**config.mk**
```make
export PLATFORM = sky130hd
export DESIGN_NAME = cpu3_core
export DESIGN_NICKNAME = d
export VERILOG_FILES = /design/src/rtl/cpu3_pkg.sv /design/src/rtl/cpu3_regfile.sv /design/src/rtl/cpu3_alu.sv /design/src/rtl/cpu3_ctrl.sv /design/src/rtl/cpu3_core.sv
export SDC_FILE = /design/constraint.sdc
export NUM_CORES = 2
export LEC_CHECK = 0
export ABC_AREA = 1
export CELL_PAD_IN_SITES_DETAIL_PLACEMENT = 0
export CELL_PAD_IN_SITES_GLOBAL_PLACEMENT = 2
export CORE_MARGIN = 2
export CORE_UTILIZATION = 40
export CTS_CLUSTER_SIZE = 40
export DETAILED_ROUTE_END_ITERATION = 6
export DONT_BUFFER_PORTS = 1
export PLACE_DENSITY_LB_ADDON = 0.05
export SYNTH_ARGS = -nofsm -noshare
export SYNTH_HDL_FRONTEND = slang
export SYNTH_SLANG_ARGS = --single-unit
```
**constraint.sdc**
```tcl
create_clock -name clk -period 11.4 [get_ports clk]
set_clock_uncertainty 0.05 [all_clocks]
set_input_delay 0.57 -clock clk [delete_from_list [all_inputs] [get_ports clk]]
set_output_delay 0.57 -clock clk [all_outputs]
set_load 0.05 [all_outputs]
```
**src/rtl/cpu3_pkg.sv**
```systemverilog
package cpu3_pkg;

    localparam int OPC_W  = 3;
    localparam int RSEL_W = 2;
    localparam int IMM_W  = 16;
    localparam int INSN_W = OPC_W + 3 * RSEL_W + IMM_W;
    localparam int NREG   = 1 << RSEL_W;

    typedef enum logic [OPC_W-1:0] {
        OPC_HALT = 3'd0,
        OPC_LDI  = 3'd1,
        OPC_LD   = 3'd2,
        OPC_ST   = 3'd3,
        OPC_ADD  = 3'd4,
        OPC_MUL  = 3'd5,
        OPC_RSV6 = 3'd6,
        OPC_RSV7 = 3'd7
    } opc_e;

    typedef struct packed {
        opc_e              opc;
        logic [RSEL_W-1:0] rc;
        logic [RSEL_W-1:0] ra;
        logic [RSEL_W-1:0] rb;
        logic [IMM_W-1:0]  imm;
    } insn_t;

    typedef enum logic [1:0] {
        PH_FETCH,
        PH_EXEC,
        PH_LOAD,
        PH_HALT
    } phase_e;

    typedef enum logic [1:0] {
        WSRC_ALU,
        WSRC_IMM,
        WSRC_MEM
    } wsrc_e;

    typedef enum logic {
        ALU_ADD,
        ALU_MUL
    } alu_op_e;

    typedef struct packed {
        logic    rf_we;
        wsrc_e   wsrc;
        alu_op_e alu_op;
        logic    st_en;
        logic    ld_req;
        logic    go_load;
        logic    halt;
    } ctl_t;

    function automatic ctl_t ctl_idle();
        ctl_t c;
        c.rf_we   = 1'b0;
        c.wsrc    = WSRC_ALU;
        c.alu_op  = ALU_ADD;
        c.st_en   = 1'b0;
        c.ld_req  = 1'b0;
        c.go_load = 1'b0;
        c.halt    = 1'b0;
        return c;
    endfunction

    // Execute-phase controls for one opcode. Unused codes behave as halt.
    function automatic ctl_t decode_exec(opc_e op);
        ctl_t c;
        c = ctl_idle();
        case (op)
            OPC_LDI: begin
                c.rf_we = 1'b1;
                c.wsrc  = WSRC_IMM;
            end
            OPC_LD: begin
                c.ld_req  = 1'b1;
                c.go_load = 1'b1;
            end
            OPC_ST: c.st_en = 1'b1;
            OPC_ADD: begin
                c.rf_we  = 1'b1;
                c.wsrc   = WSRC_ALU;
                c.alu_op = ALU_ADD;
            end
            OPC_MUL: begin
                c.rf_we  = 1'b1;
                c.wsrc   = WSRC_ALU;
                c.alu_op = ALU_MUL;
            end
            default: c.halt = 1'b1;
        endcase
        return c;
    endfunction

endpackage

```
**src/rtl/cpu3_regfile.sv**
```systemverilog
module cpu3_regfile
    import cpu3_pkg::*;
#(
    parameter int DATA_W = 32,
    parameter int DEPTH  = NREG,
    localparam int SEL_W = $clog2(DEPTH)
) (
    input  logic              clk,
    input  logic              rst,
    input  logic [SEL_W-1:0]  sel_a,
    input  logic [SEL_W-1:0]  sel_b,
    output logic [DATA_W-1:0] val_a,
    output logic [DATA_W-1:0] val_b,
    input  logic              wr_en,
    input  logic [SEL_W-1:0]  sel_c,
    input  logic [DATA_W-1:0] val_c
);

    logic [DATA_W-1:0] cells [DEPTH];

    always_ff @(posedge clk) begin
        if (rst) begin
            for (int i = 0; i < DEPTH; i++) begin
                cells[i] <= '0;
            end
        end else if (wr_en) begin
            cells[sel_c] <= val_c;
        end
    end

    // Reads see the value before any write on the closing edge.
    assign val_a = cells[sel_a];
    assign val_b = cells[sel_b];

endmodule

```
**src/rtl/cpu3_alu.sv**
```systemverilog
module cpu3_alu
    import cpu3_pkg::*;
#(
    parameter int DATA_W = 32,
    localparam int PROD_W = 2 * DATA_W
) (
    input  alu_op_e           op,
    input  logic [DATA_W-1:0] lhs,
    input  logic [DATA_W-1:0] rhs,
    output logic [DATA_W-1:0] res
);

    logic [PROD_W-1:0] prod;
    logic [DATA_W-1:0] sum;

    assign prod = PROD_W'(lhs) * PROD_W'(rhs);
    assign sum  = lhs + rhs;

    always_comb begin
        case (op)
            ALU_MUL: res = prod[DATA_W-1:0];
            default: res = sum;
        endcase
    end

endmodule

```
**src/rtl/cpu3_ctrl.sv**
```systemverilog
module cpu3_ctrl
    import cpu3_pkg::*;
#(
    parameter int PC_W = 8
) (
    input  logic            clk,
    input  logic            rst,
    input  insn_t           fetch_word,
    output logic [PC_W-1:0] pc,
    output insn_t           ir,
    output phase_e          phase,
    output ctl_t            ctl
);

    always_ff @(posedge clk) begin
        if (rst) begin
            pc    <= '0;
            ir    <= '0;
            phase <= PH_FETCH;
        end else begin
            case (phase)
                PH_FETCH: begin
                    ir    <= fetch_word;
                    phase <= PH_EXEC;
                end
                PH_EXEC: begin
                    if (ctl.halt) begin
                        phase <= PH_HALT;
                    end else if (ctl.go_load) begin
                        phase <= PH_LOAD;
                    end else begin
                        pc    <= pc + PC_W'(1);
                        phase <= PH_FETCH;
                    end
                end
                PH_LOAD: begin
                    pc    <= pc + PC_W'(1);
                    phase <= PH_FETCH;
                end
                default: phase <= PH_HALT;
            endcase
        end
    end

    always_comb begin
        ctl = ctl_idle();
        case (phase)
            PH_EXEC: ctl = decode_exec(ir.opc);
            PH_LOAD: begin
                ctl.rf_we = 1'b1;
                ctl.wsrc  = WSRC_MEM;
            end
            default: ctl = ctl_idle();
        endcase
    end

endmodule

```
**src/rtl/cpu3_core.sv**
```systemverilog
module cpu3_core
    import cpu3_pkg::*;
#(
    parameter int DATA_W = 32,
    parameter int PC_W   = 8
) (
    input  logic              clk,
    input  logic              rst,
    output logic [PC_W-1:0]   imem_addr,
    input  logic [INSN_W-1:0] imem_data,
    output logic              ld_req,
    output logic [IMM_W-1:0]  ld_addr,
    input  logic [DATA_W-1:0] ld_data,
    output logic              st_en,
    output logic [IMM_W-1:0]  st_addr,
    output logic [DATA_W-1:0] st_data,
    output logic              done
);

    insn_t             ir;
    phase_e            phase;
    ctl_t              ctl;
    logic [PC_W-1:0]   pc;
    logic [DATA_W-1:0] src_a;
    logic [DATA_W-1:0] src_b;
    logic [DATA_W-1:0] alu_res;
    logic [DATA_W-1:0] wr_val;

    cpu3_ctrl #(.PC_W(PC_W)) ctrl_i (
        .clk        (clk),
        .rst        (rst),
        .fetch_word (insn_t'(imem_data)),
        .pc         (pc),
        .ir         (ir),
        .phase      (phase),
        .ctl        (ctl)
    );

    cpu3_regfile #(.DATA_W(DATA_W), .DEPTH(NREG)) rf_i (
        .clk   (clk),
        .rst   (rst),
        .sel_a (ir.ra),
        .sel_b (ir.rb),
        .val_a (src_a),
        .val_b (src_b),
        .wr_en (ctl.rf_we),
        .sel_c (ir.rc),
        .val_c (wr_val)
    );

    cpu3_alu #(.DATA_W(DATA_W)) alu_i (
        .op  (ctl.alu_op),
        .lhs (src_a),
        .rhs (src_b),
        .res (alu_res)
    );

    always_comb begin
        case (ctl.wsrc)
            WSRC_IMM: wr_val = DATA_W'(ir.imm);
            WSRC_MEM: wr_val = ld_data;
            default:  wr_val = alu_res;
        endcase
    end

    assign imem_addr = pc;
    assign ld_req    = ctl.ld_req;
    assign ld_addr   = ir.imm;
    assign st_en     = ctl.st_en;
    assign st_addr   = ir.imm;
    assign st_data   = src_a;
    assign done      = (phase == PH_HALT);

endmodule

```
Word-level counts from Yosys, hierarchy flattened:

Memory sizes are Yosys's and may differ from the RTL's. A register that Yosys moved wholly into a read port is not among the register bits.
Index checks and enable logic that the tools add are counted.
W data, S select, Z words.

* $mul: 1
* reduce and logical (&&, ||, !) cells: 6
* eq/ne operators: 12
* add/subtract/negate cells: 2
* muxes and demuxes: 27

Operators by type and width (count)
* $mux W32: 2
* $pmux W32 S2: 1
* $add A32 B32 Y32: 1
* $mul A32 B32 Y32: 1
* $reduce_or A32 Y1: 1
* $mux W2: 8
* $mux W8: 2
* $pmux W8 S2: 1
* $pmux W3 S2: 2
* $mux W1: 9
* $add A8 B1 Y8 const B: 1
* $eq A2 B2 Y1 const B: 3
* $eq A3 B2 Y1 const B: 2
* $eq A3 B3 Y1 const B: 2
* $pmux W2 S3: 1
* $mux W5: 1
* $reduce_or A5 Y1: 1
* $eq A2 B1 Y1 const B: 2
* $ne A2 B2 Y1 const B: 2
* $eq A3 B1 Y1 const B: 1
* $reduce_and A3 Y1: 1
* $logic_not A2 Y1: 1
* $reduce_bool A2 Y1: 1
* $reduce_or A2 Y1: 1

* output and inout bits: 75
* register bits: 35
* memories kept: 1
* bits in writable memories: 128

Memory list
* rf_i.cells: depth 4, bits a word 32, rd ports 2, clocked after Yosys merged registers in 2, wr ports 4, line cpu3_regfile.sv:19 `logic [DATA_W-1:0] cells [DEPTH];`

Logic depth before layout (Yosys ltp):

* depth in word-level cells: 9
* gate-level depth with buffers: 40
* mapped depth without buffers: 38

By module:

A second synthesis with hierarchy kept.

* cells, all modules: 3966
* area, all modules: 28371.0 um2

By module, submodules not included
* cpu3_alu: area each 18771.8 um2, instances 1, cells each 2665
* cpu3_regfile: area each 7149.4 um2, instances 1, cells each 937
* cpu3_ctrl: area each 1559.0 um2, instances 1, cells each 215
* cpu3_core: area each 890.9 um2, instances 1, cells each 149

Least setup slack after synthesis:

OpenSTA, ideal clock, no wires.

* path type: reg-to-reg
* start: register (tool-made name)
* end: memory rf_i.cells[3][26], data pin
* cell stages (with the launch flop): 33
* data required time: 11.084 ns
* setup slack: 3.446 ns
* setup time: 0.266 ns
* arrival time: 7.638 ns
* clock period less this slack: 7.954 ns
* cell sequence: dfxtp_1 > inv_2 > buf_6 > buf_2 > nand2_1 > o211ai_1 > nand2_1 > clkbuf_1 > inv_1 > nor2_1 > fa_1 > inv_1 > fa_1 > fa_1 > fa_1 > inv_1 > fa_1 > inv_1 > fa_1 > inv_1 > fa_1 > fa_1 > ha_1 > nand2_1 > nor4_1 > nand3_1 > nand3_1 > a31o_2 > a21oi_1 > o21ai_0 > nand2_1 > o21ai_0 > inv_1

RTL lines (line)
* end: declaration: cpu3_regfile.sv:19

==> qor.txt <==
Status - finished clean
Core area - 0.0660 sq mm
N_diodes - 0
Async set or reset register ratio after synthesis - 0%
Slew headroom - 12.1%
Fin Setup TNS - 0 ns
Max Freq - 0.0955 GHz
Post-DP HPWL - 83.6 mm
Avg Cell Area, Syn - 7.67 sq um
CTS max path bufs - 2
Vias per std cell - 5.40
Clock root buffer master - clkbuf_16
Mapped cell area - 0.0267 sq mm
Final ANT Viol Nets - 0
Worst path arrival time - 10.57 ns
Crit-path most repeated cell - fa_1
Die H - 263 um
Slew @ Worst Pin - 1.32 ns
First-pass GRT wire length - 158 mm
CP max stage delay - 0.97 ns
Ys Warns - 0
DIE AREA - 0.0689 sq mm
Die W - 263 um
Crit share post-route - 91.8%
Worst setup SP type - flip-flop
Post-Syn Instances - 3487
Area Overhead vs Synth - 4.45%
Number of global-route vias before repair - 23535
CTS Sinks - 167
Capturing point of the worst reg2reg path - rf_i.cells[2][27]$_SDFFCE_PN0P_
Seq cells post-synth - 167
Final worst setup slack - 0.930 ns
Latest clock arrival within the worst-skew pair - 0.43 ns
Finished Core Util - 42.3%
CTS Buf Count - 17
Max stage delay cell, worst path - clkinv_1
Setup crit end - rf_i.cells[2][27]$_SDFFCE_PN0P_
Overall Global Routing Usage - 31.5%
Final RePlAce weighted congestion - 0.936
Starting DRT DRC Count - 1759
Sequential-to-total area share from yosys stat - 17.3%
Detailed-route via count - 23129
Required @ worst endpoint - 11.50 ns
Total grt overflow - 0
WP buf/inv - 7
Family with the most delay on the worst path - adder cells
Reg2reg path depth - 30
MaxCap Viol Count - 0
Postcts setup bufs - 0
DR WL/cell - 25.2 um
Fillers - 6842
Cell Rows - 94
RSZ-0062 raised after global routing - no
Pin count of the biggest net entering global routing - 66
CP Class - flip-flop to flip-flop
Num ports - 134
Max FO, Critical Path - 33
Reg2reg setup slack - 0.93 ns
Placed Area - 0.0274 sq mm
Initial Util - 40.5%
Nets - 4036
Routed wire length - 108 mm
Fin crit period - 10.47 ns
Post-synth EDFFs - 128
Post-CTS Hold Fix Bufs - 0
Yosys cell types - 55
CTS tree - yes
Pre-Repair DR Iteration Count - 7
Endpoints failing setup - 0
Post-CTS sizing - 0
IO Port Bufs - 0
DP Worst Slack - 1.14 ns
DRC viols - 0
Fin. Hold Viols - 0
Proportion of layout cells with a drive suffix above 1 - 4.94%
Hold WC Path Type - primary input to flip-flop
WP depth - 30
Initial antenna violation count - 2
Final instance area - 0.0279 sq mm
H-tree levels - 4
Syn Nets - 4115
Worst setup EP type - flip-flop
CTS clk-pin slew, worst paths - 0.07 ns
Max Slew Vio Count - 0
Top FF cell, synth - edfxtp_1
-- stage by stage --
| stage | hold WS (ns) | std cells |
|---|---|---|
| final | 0.148 | 4285 |
| after global placement | 0.441 | 4253 |
| after floorplan | 0.412 | 3487 |
| after detailed placement | 0.456 | 4253 |
| after CTS | 0.121 | 4285 |
| after global routing | 0.129 | 4285 |
-- cell type report --
cell class / count / area, sq um / area share (%)
inverter: 653 / 2450 / 8.79
tap: 864 / 1080 / 3.87
clock inverter: 13 / 105 / 0.376
clock buffer: 19 / 433 / 1.55
multi-input combinational: 2503 / 18700 / 67.1
timing repair buffer: 66 / 495 / 1.77
sequential: 167 / 4630 / 16.6
-- worst min-delay path by stage --
stage,start,to,slack [ns],cells after the start
after detailed placement,ctrl_i.ir[23]$_SDFFE_PP0P_,ctrl_i.ir[23]$_SDFFE_PP0P_,0.46,2
after global placement,ctrl_i.ir[16]$_SDFFE_PP0P_,flip-flop,0.44,2
final,rst,ctrl_i.phase[0]$_SDFF_PP0_,0.15,1
after global routing,rst,ctrl_i.pc[4]$_SDFFE_PP0P_,0.13,1
after CTS,rst,ctrl_i.pc[7]$_SDFFE_PP0P_,0.12,1
after floorplan,ctrl_i.ir[22]$_SDFFE_PP0P_,ctrl_i.ir[22]$_SDFFE_PP0P_,0.41,2
-- per-layer routing --
| metal | track usage, % | vias to the layer above | share of wire [%] |
|---|---|---|---|
| li1 | - | 10478 | - |
| met1 | 42.1 | 11637 | 43 |
| met2 | 53.5 | 869 | 48 |
| met3 | 3.82 | 145 | 6.5 |
| met4 | 9.55 | 0 | 3.2 |
| met5 | 0 | - | 0 |
-- cell families after synthesis --
logic type	count (synthesis)	share of synthesized area (%)
AOI/OAI and AO/OA	354	7.53
xor gates and xnor gates	28	0.917
adders and majority gates	569	38.1
buffers and inverters	817	12.7
DFF	167	17.3
muxes	1	0.0515
and+or+nand+nor	1551	23.4
-- worst reg2reg max path, delay by kind of cell (launching register included) --
family                     cells  cell delay (ns)
AOI/OAI and AO/OA              6             1.53
and+or+nand+nor                8             1.66
adders and majority gates      9             4.29
buffers and inverters          7             2.17
DFF                            1             0.48
-- flip-flops by register name (all words and copies together), names as in the netlist, named ones only --
signal and cells:
ctrl_i.phase 2, ctrl_i.ir 25, ctrl_i.pc 8, rf_i.cells 128
-- cell usage after synthesis (all sizes together), types with 13 or more instances --
| cell type | n | area share [%] |
|---|---|---|
| a21oi | 168 | 3.2 |
| buf | 86 | 2.4 |
| clkbuf | 78 | 1.1 |
| dfxtp | 39 | 2.9 |
| edfxtp | 128 | 14 |
| fa | 409 | 31 |
| ha | 160 | 7.5 |
| inv | 641 | 9.0 |
| nand2 | 812 | 12 |
| nand3 | 173 | 3.2 |
| nor2 | 508 | 7.1 |
| nor3 | 14 | 0.26 |
| o211ai | 27 | 0.91 |
| o21ai | 115 | 2.2 |
| or2 | 13 | 0.30 |
| xor2 | 16 | 0.52 |
-- layout by cell type (no fill, tap or decap), types with 5 or more instances in the layout --
master     count
clkinv_1      15
a31oi_1        5
o211ai_1      19
dfxtp_1       36
and2_1         5
a21o_1         5
clkbuf_16     17
edfxtp_1     128
nand2_1      786
nand2_2       25
fa_1         409
buf_4         66
ha_1         160
nand4_1        8
o211ai_2       8
a21oi_1      167
inv_1        623
o221ai_1       7
or2_2         12
nand3_1      173
o21ai_0      102
inv_2         17
o21ai_1       13
xor2_1        16
nor3_1        13
xnor2_1       12
nor2_1       506
nand3b_1      12
a221oi_1       5
Power is left out: the tool's default activity adds up to more than one toggle a clock period on the data nets, which glitch-free logic cannot reach.
